--- src/rtl/pwrup_pkg.sv ---
`timescale 1ns/1ps
package pwrup_pkg;

    typedef enum logic [1:0] {
        CLS_NONE   = 2'd0,
        CLS_READ   = 2'd1,
        CLS_WREN   = 2'd2,
        CLS_MODIFY = 2'd3
    } cmd_class_e;

    typedef enum logic {
        MODE_STANDBY = 1'b0,
        MODE_DEEP_PD = 1'b1
    } pwr_mode_e;

    // bit4 mode, bit3 lock-down, bit2 lock write, bit1 WIP, bit0 WEL
    typedef struct packed {
        pwr_mode_e mode;
        logic      lock_dn;
        logic      lock_wr;
        logic      wip;
        logic      wel;
    } init_bits_t;

    localparam init_bits_t INIT_DEFAULTS = '{
        mode:    MODE_STANDBY,
        lock_dn: 1'b0,
        lock_wr: 1'b0,
        wip:     1'b0,
        wel:     1'b0
    };

    function automatic logic needs_modify(cmd_class_e c);
        return (c == CLS_WREN) || (c == CLS_MODIFY);
    endfunction

endpackage

--- src/rtl/pwrup_delay_timer.sv ---
`timescale 1ns/1ps
module pwrup_delay_timer #(
    parameter int CYC = 16
) (
    input  logic clk,
    input  logic rst,
    input  logic en,
    output logic done
);
    localparam int W = $clog2(CYC + 1);
    localparam logic [W-1:0] LIMIT = W'(CYC);

    logic [W-1:0] cnt;

    always_ff @(posedge clk) begin
        if (rst || !en) begin
            cnt <= '0;
        end else if (cnt != LIMIT) begin
            cnt <= cnt + 1'b1;
        end
    end

    assign done = (cnt == LIMIT);

    // a low enable always restarts the delay
    assert_restart_on_drop_R8: assert property (@(posedge clk) disable iff (rst)
        !en |=> !done);

    // the count never passes its limit
    assert_no_overflow_R2: assert property (@(posedge clk) disable iff (rst)
        cnt <= LIMIT);
endmodule

--- src/rtl/pwrup_gate.sv ---
`timescale 1ns/1ps
module pwrup_gate
    import pwrup_pkg::*;
(
    input  logic       clk,
    input  logic       rst,
    input  logic       above_vwi,
    input  logic       above_vmin,
    input  logic       puw_done,
    input  logic       vsl_done,
    output logic       core_rst,
    output logic       read_ok,
    output logic       modify_ok,
    output logic       init_load,
    output init_bits_t init_bits
);
    logic core_rst_d;

    always_comb begin
        core_rst  = rst || !above_vwi;
        read_ok   = !core_rst && above_vmin && vsl_done;
        modify_ok = read_ok && puw_done;
        init_bits = INIT_DEFAULTS;
    end

    always_ff @(posedge clk) begin
        if (rst) core_rst_d <= 1'b1;
        else     core_rst_d <= core_rst;
    end

    assign init_load = core_rst_d && !core_rst;

    assert_strobe_one_cycle_R5: assert property (@(posedge clk) disable iff (rst)
        init_load |=> !init_load);

    assert_strobe_outside_reset_R5: assert property (@(posedge clk) disable iff (rst)
        init_load |-> !core_rst);
endmodule

--- src/rtl/pwrup_cmd_filter.sv ---
`timescale 1ns/1ps
module pwrup_cmd_filter
    import pwrup_pkg::*;
(
    input  logic       clk,
    input  logic       rst,
    input  logic       cmd_valid,
    input  cmd_class_e cmd_class,
    input  logic       read_ok,
    input  logic       modify_ok,
    output logic       cmd_accept,
    output logic       cmd_ignored
);
    logic grant, refuse;

    always_comb begin
        grant = 1'b0;
        if (cmd_valid) begin
            if (cmd_class == CLS_READ)        grant = read_ok;
            else if (needs_modify(cmd_class)) grant = modify_ok;
        end
        refuse = cmd_valid && (cmd_class != CLS_NONE) && !grant;
    end

    always_ff @(posedge clk) begin
        if (rst) begin
            cmd_accept  <= 1'b0;
            cmd_ignored <= 1'b0;
        end else begin
            cmd_accept  <= grant;
            cmd_ignored <= refuse;
        end
    end

    assert_exclusive_pulse_R9: assert property (@(posedge clk) disable iff (rst)
        !(cmd_accept && cmd_ignored));
endmodule

--- src/rtl/pwrup_inhibit_seq.sv ---
`timescale 1ns/1ps
module pwrup_inhibit_seq
    import pwrup_pkg::*;
#(
    parameter int PUW_CYC = 64,
    parameter int VSL_CYC = 24
) (
    input  logic       clk,
    input  logic       rst,
    input  logic       above_vwi,
    input  logic       above_vmin,
    input  logic       cmd_valid,
    input  logic [1:0] cmd_class,
    output logic       core_rst,
    output logic       read_ok,
    output logic       modify_ok,
    output logic       cmd_accept,
    output logic       cmd_ignored,
    output logic       init_load,
    output logic [4:0] init_bits
);
    logic       puw_done, vsl_done;
    init_bits_t init_s;

    pwrup_delay_timer #(.CYC(PUW_CYC)) i_puw_timer (
        .clk (clk),
        .rst (rst),
        .en  (above_vwi),
        .done(puw_done)
    );

    pwrup_delay_timer #(.CYC(VSL_CYC)) i_vsl_timer (
        .clk (clk),
        .rst (rst),
        .en  (above_vwi && above_vmin),
        .done(vsl_done)
    );

    pwrup_gate i_gate (
        .clk       (clk),
        .rst       (rst),
        .above_vwi (above_vwi),
        .above_vmin(above_vmin),
        .puw_done  (puw_done),
        .vsl_done  (vsl_done),
        .core_rst  (core_rst),
        .read_ok   (read_ok),
        .modify_ok (modify_ok),
        .init_load (init_load),
        .init_bits (init_s)
    );

    pwrup_cmd_filter i_filter (
        .clk        (clk),
        .rst        (rst),
        .cmd_valid  (cmd_valid),
        .cmd_class  (cmd_class_e'(cmd_class)),
        .read_ok    (read_ok),
        .modify_ok  (modify_ok),
        .cmd_accept (cmd_accept),
        .cmd_ignored(cmd_ignored)
    );

    assign init_bits = init_s;

    assert_held_below_vwi_R1: assert property (@(posedge clk) disable iff (rst)
        !above_vwi |-> (core_rst && !read_ok && !modify_ok));

    assert_modify_implies_read_R4: assert property (@(posedge clk) disable iff (rst)
        modify_ok |-> read_ok);

    assert_vmin_restart_R7: assert property (@(posedge clk) disable iff (rst)
        !above_vmin |=> !read_ok);

    assert_refused_read_flagged_R9: assert property (@(posedge clk) disable iff (rst)
        (cmd_valid && cmd_class == 2'd1 && !read_ok) |=> cmd_ignored);

    assert_refused_modify_flagged_R9: assert property (@(posedge clk) disable iff (rst)
        (cmd_valid && cmd_class[1] && !modify_ok) |=> (cmd_ignored && !cmd_accept));
endmodule

--- config.mk ---
export PLATFORM = sky130hd
export DESIGN_NAME = pwrup_inhibit_seq
export DESIGN_NICKNAME = d
export VERILOG_FILES = /design/src/rtl/pwrup_pkg.sv /design/src/rtl/pwrup_delay_timer.sv /design/src/rtl/pwrup_gate.sv /design/src/rtl/pwrup_cmd_filter.sv /design/src/rtl/pwrup_inhibit_seq.sv
export SDC_FILE = /design/constraint.sdc
export NUM_CORES = 1
export LEC_CHECK = 0
export BUFFER_PORTS_ARGS = -buffer_cell sky130_fd_sc_hd__buf_2
export CAP_MARGIN = 10
export CORE_MARGIN = 2
export CORE_UTILIZATION = 55
export CTS_BUF_LIST = sky130_fd_sc_hd__clkbuf_2
export CTS_CLUSTER_SIZE = 25
export DETAILED_ROUTE_END_ITERATION = 8
export PLACE_DENSITY_LB_ADDON = 0.05
export SLEW_MARGIN = 20
export SYNTH_ARGS = -nofsm -noshare
export SYNTH_HDL_FRONTEND = slang
export SYNTH_HIERARCHICAL = 1
export SYNTH_SLANG_ARGS = --single-unit
--- constraint.sdc ---
create_clock -name clk -period 2.36 [get_ports clk]
set_input_delay 0.708 -clock clk [delete_from_list [all_inputs] [get_ports clk]]
set_output_delay 0.708 -clock clk [all_outputs]
set_load 0.02 [all_outputs]
==> impl_metrics.json <==
{
  "cts_tree": "yes",
  "synth.distinct_cells": 33,
  "ir_drop_mv": 0.273,
  "crit_chain": "inv_1 -> ha_1 -> and4b_2 -> and3_2 -> buf_2",
  "port_buffers": 12,
  "synth-seq-area-share": 0.350,
  "maxCapViolCount": 0,
  "hpwl_um": 1110,
  "num_rows": 14,
  "max_freq_mhz": 441,
  "htreeDepth": 1,
  "synth_top_family_by_area": "simple AND/OR/NAND/NOR gates",
  "first_global_vias": 629,
  "setup_tns_ns": 0,
  "yosys_warnings": 6,
  "core_area_um2": 1490,
  "path_clk_slew_ns": 0.15,
  "finalNetCount": 120,
  "syn-cell-area_um2": 857,
  "ys_ff_latch": 15,
  "numClockSinks": 15,
  "cts_buffer_depth": 2,
  "timing.rr.start": "i_vsl_timer/cnt[0]$_SDFFE_PP0P_",
  "synthMuxAreaShare": 0.0467,
  "cp-start-kind": "register",
  "route.detailed.drc": 0,
  "grt_pass1_wl_um": 2630,
  "synthSimpleGateAreaFrac": 0.347,
  "clk_latency_ns": 0.27,
  "cts_buffers": 3,
  "end_kind": "primary output",
  "final.period_utilization": 0.960,
  "startpoint": "i_vsl_timer/cnt[0]$_SDFFE_PP0P_",
  "antenna_found_initial": 0,
  "critPathArrivalTime_ns": 1.56,
  "synth_compound_area_frac": 0.0555,
  "status": "completed",
  "worstPathRequired_ns": 1.65,
  "power_leakage_nw": 0.407,
  "synth_top_area_frac": 0.350,
  "synthXorXnorAreaFrac": 0.0409,
  "drive_above_1_share": 0.343,
  "cpPeakStageDelay_ns": 0.39,
  "grt.total_usage": 0.186,
  "ys.flop_type": "dfxtp_1",
  "globalplace.congestion": 0.762,
  "start_util": 0.576,
  "cellPowerDensity_nw_per_um2": 450,
  "slowest_stage": "dfxtp_4",
  "wire_per_inst_um": 11.9,
  "layout.area.seq_um2": 307,
  "fin_crit_ns": 2.27,
  "cp_max_fo": 5,
  "hold_class": "register to register",
  "multi_input_area_um2": 498,
  "hp-start": "i_puw_timer/cnt[6]$_SDFFE_PP0P_",
  "grt_max_degree": 13,
  "drtPass1Iterations": 3,
  "die_w_um": 43.5,
  "synth_edf_count": 0,
  "yosysMostFrequentCell": "dfxtp_1",
  "num_io_pins": 18,
  "synth_top_area_cell": "dfxtp_1",
  "gr-total-overflow": 0,
  "utilization": 0.655,
  "dr_total_vias": 648,
  "final_hold_viol_count": 0,
  "wl_um": 1470,
  "finalClockSkew_ns": 0.00391,
  "num_antenna_cells": 0,
  "syn2layout_area_growth_pct": 13.7,
  "fillers": 137,
  "synthArstFlopShare": 0,
  "die_h_um": 43.5,
  "crit_type": "register to primary output",
  "setup-violations-final": 0,
  "synth_commonest_cells": "15 x dfxtp_1, 6 x inv_1, 6 x nand3b_1, 5 x buf_4, 5 x nand3_1",
  "drt_iter0_markers": 2,
  "ant_nets": 0,
  "avgSynthCellArea_um2": 9.63,
  "dieArea_um2": 1890,
  "cts_root_buffer": "clkbuf_2",
  "synth_cells": 89,
  "synthAdderAreaFrac": 0.0584,
  "slew_viol_final": 0,
  "viasPerCell": 5.23,
  "synth_area_leaders": "dfxtp_1 35%, ha_1 5.8%, nand3b_1 5.3%"
}
[power breakdown]
| part | leakage, nW | internal (W) | total [W] | switching [W] |
|---|---|---|---|---|
| registers | 0.123 | 0.000257 | 0.000260 | 0.00000294 |
| logic | 0.267 | 0.0000212 | 0.0000523 | 0.0000310 |
| clock network | 0.0166 | 0.0000449 | 0.000126 | 0.0000809 |
| total | 0.407 | 0.000323 | 0.000438 | 0.000115 |
[worst max-delay path: cells and delay by family, from the launching register on]
family,cells,cell delay [ns]
fa+ha+maj,1,0.18
flops,1,0.39
buf+inv,2,0.21
simple gates,2,0.50
[per-stage QoR]
stage	total power [W]	hold WS, ns	instance area, um2	std cells	worst slack (ns)
finish	0.000438	0.509	975	124	0.0942
global route	0.000462	0.548	975	124	-0.000515
CTS	0.000446	0.504	945	122	0.0160
detailed placement	0.000318	0.485	922	118	0.256
global placement	0.000316	0.471	922	118	0.286
floorplan	0.000304	0.453	872	93	0.348
[sequential cells by signal (all words and copies together), names as in the netlist]
| register | cells |
|---|---|
| i_vsl_timer/cnt | 5 |
| i_puw_timer/cnt | 7 |
| i_gate/core_rst_d | 1 |
| i_filter/cmd_ignored | 1 |
| i_filter/cmd_accept | 1 |
[timing repair]
item / 4_1_cts / 5_1_grt
hold buffers: 0 / 0
gates resized for setup: 2 / 7
endpoints found under the hold margin: 0 / 0
setup buffers: 0 / 2
pin swaps: 0 / 0
setup endpoints to repair: 2 / 2
[area by class of cell]
class / instances / area share
Clock buffer: 4 / 0.0205
Multi-Input combinational cell: 65 / 0.511
Inverter: 6 / 0.0231
Sequential cell: 15 / 0.315
Tap cell: 16 / 0.0205
Timing Repair Buffer: 18 / 0.110
[metal layers]
layer  track usage  wire length (um)
met2         0.334               805
met1         0.207               644
met4        0.0909                 0
met3        0.0375                22
met5             0                 0
[cell families (layout without fill, tap and decap cells)]
family,Yosys count,after routing
simple gates,40,40
flops,15,15
buf+inv,13,28
compound gates,8,8
fa+ha+maj,4,4
xor+xnor,4,4
mux,4,4
other cells,1,5
[path summary, 6_finish.rpt]
check,cells after the start,to,slack [ns]
max,5,read_ok,0.09
min reg2reg,2,i_puw_timer/cnt[6]$_SDFFE_PP0P_,0.51
max reg2reg,6,i_filter/cmd_ignored$_SDFF_PP0_,0.70
min,2,i_puw_timer/cnt[6]$_SDFFE_PP0P_,0.51
[cells in the final DEF, fill, tap and decap left out, drive strengths merged, types with 2 or more instances in the layout]
| cell type | netlist | routed |
|---|---|---|
| xnor2 | 2 | 2 |
| nor3 | 3 | 3 |
| buf | 7 | 18 |
| nor2b | 3 | 3 |
| conb | 1 | 5 |
| or3 | 2 | 2 |
| inv | 6 | 6 |
| o21ai | 3 | 3 |
| clkbuf | 0 | 4 |
| a21oi | 5 | 5 |
| nand3b | 6 | 6 |
| mux2i | 4 | 4 |
| ha | 4 | 4 |
| dfxtp | 15 | 15 |
| xor2 | 2 | 2 |
| and2 | 3 | 3 |
| nand2b | 2 | 2 |
| nand3 | 5 | 5 |
| nand2 | 4 | 4 |
| nor4b | 2 | 2 |
| or3b | 4 | 4 |
(Power assumes the default switching activity.)
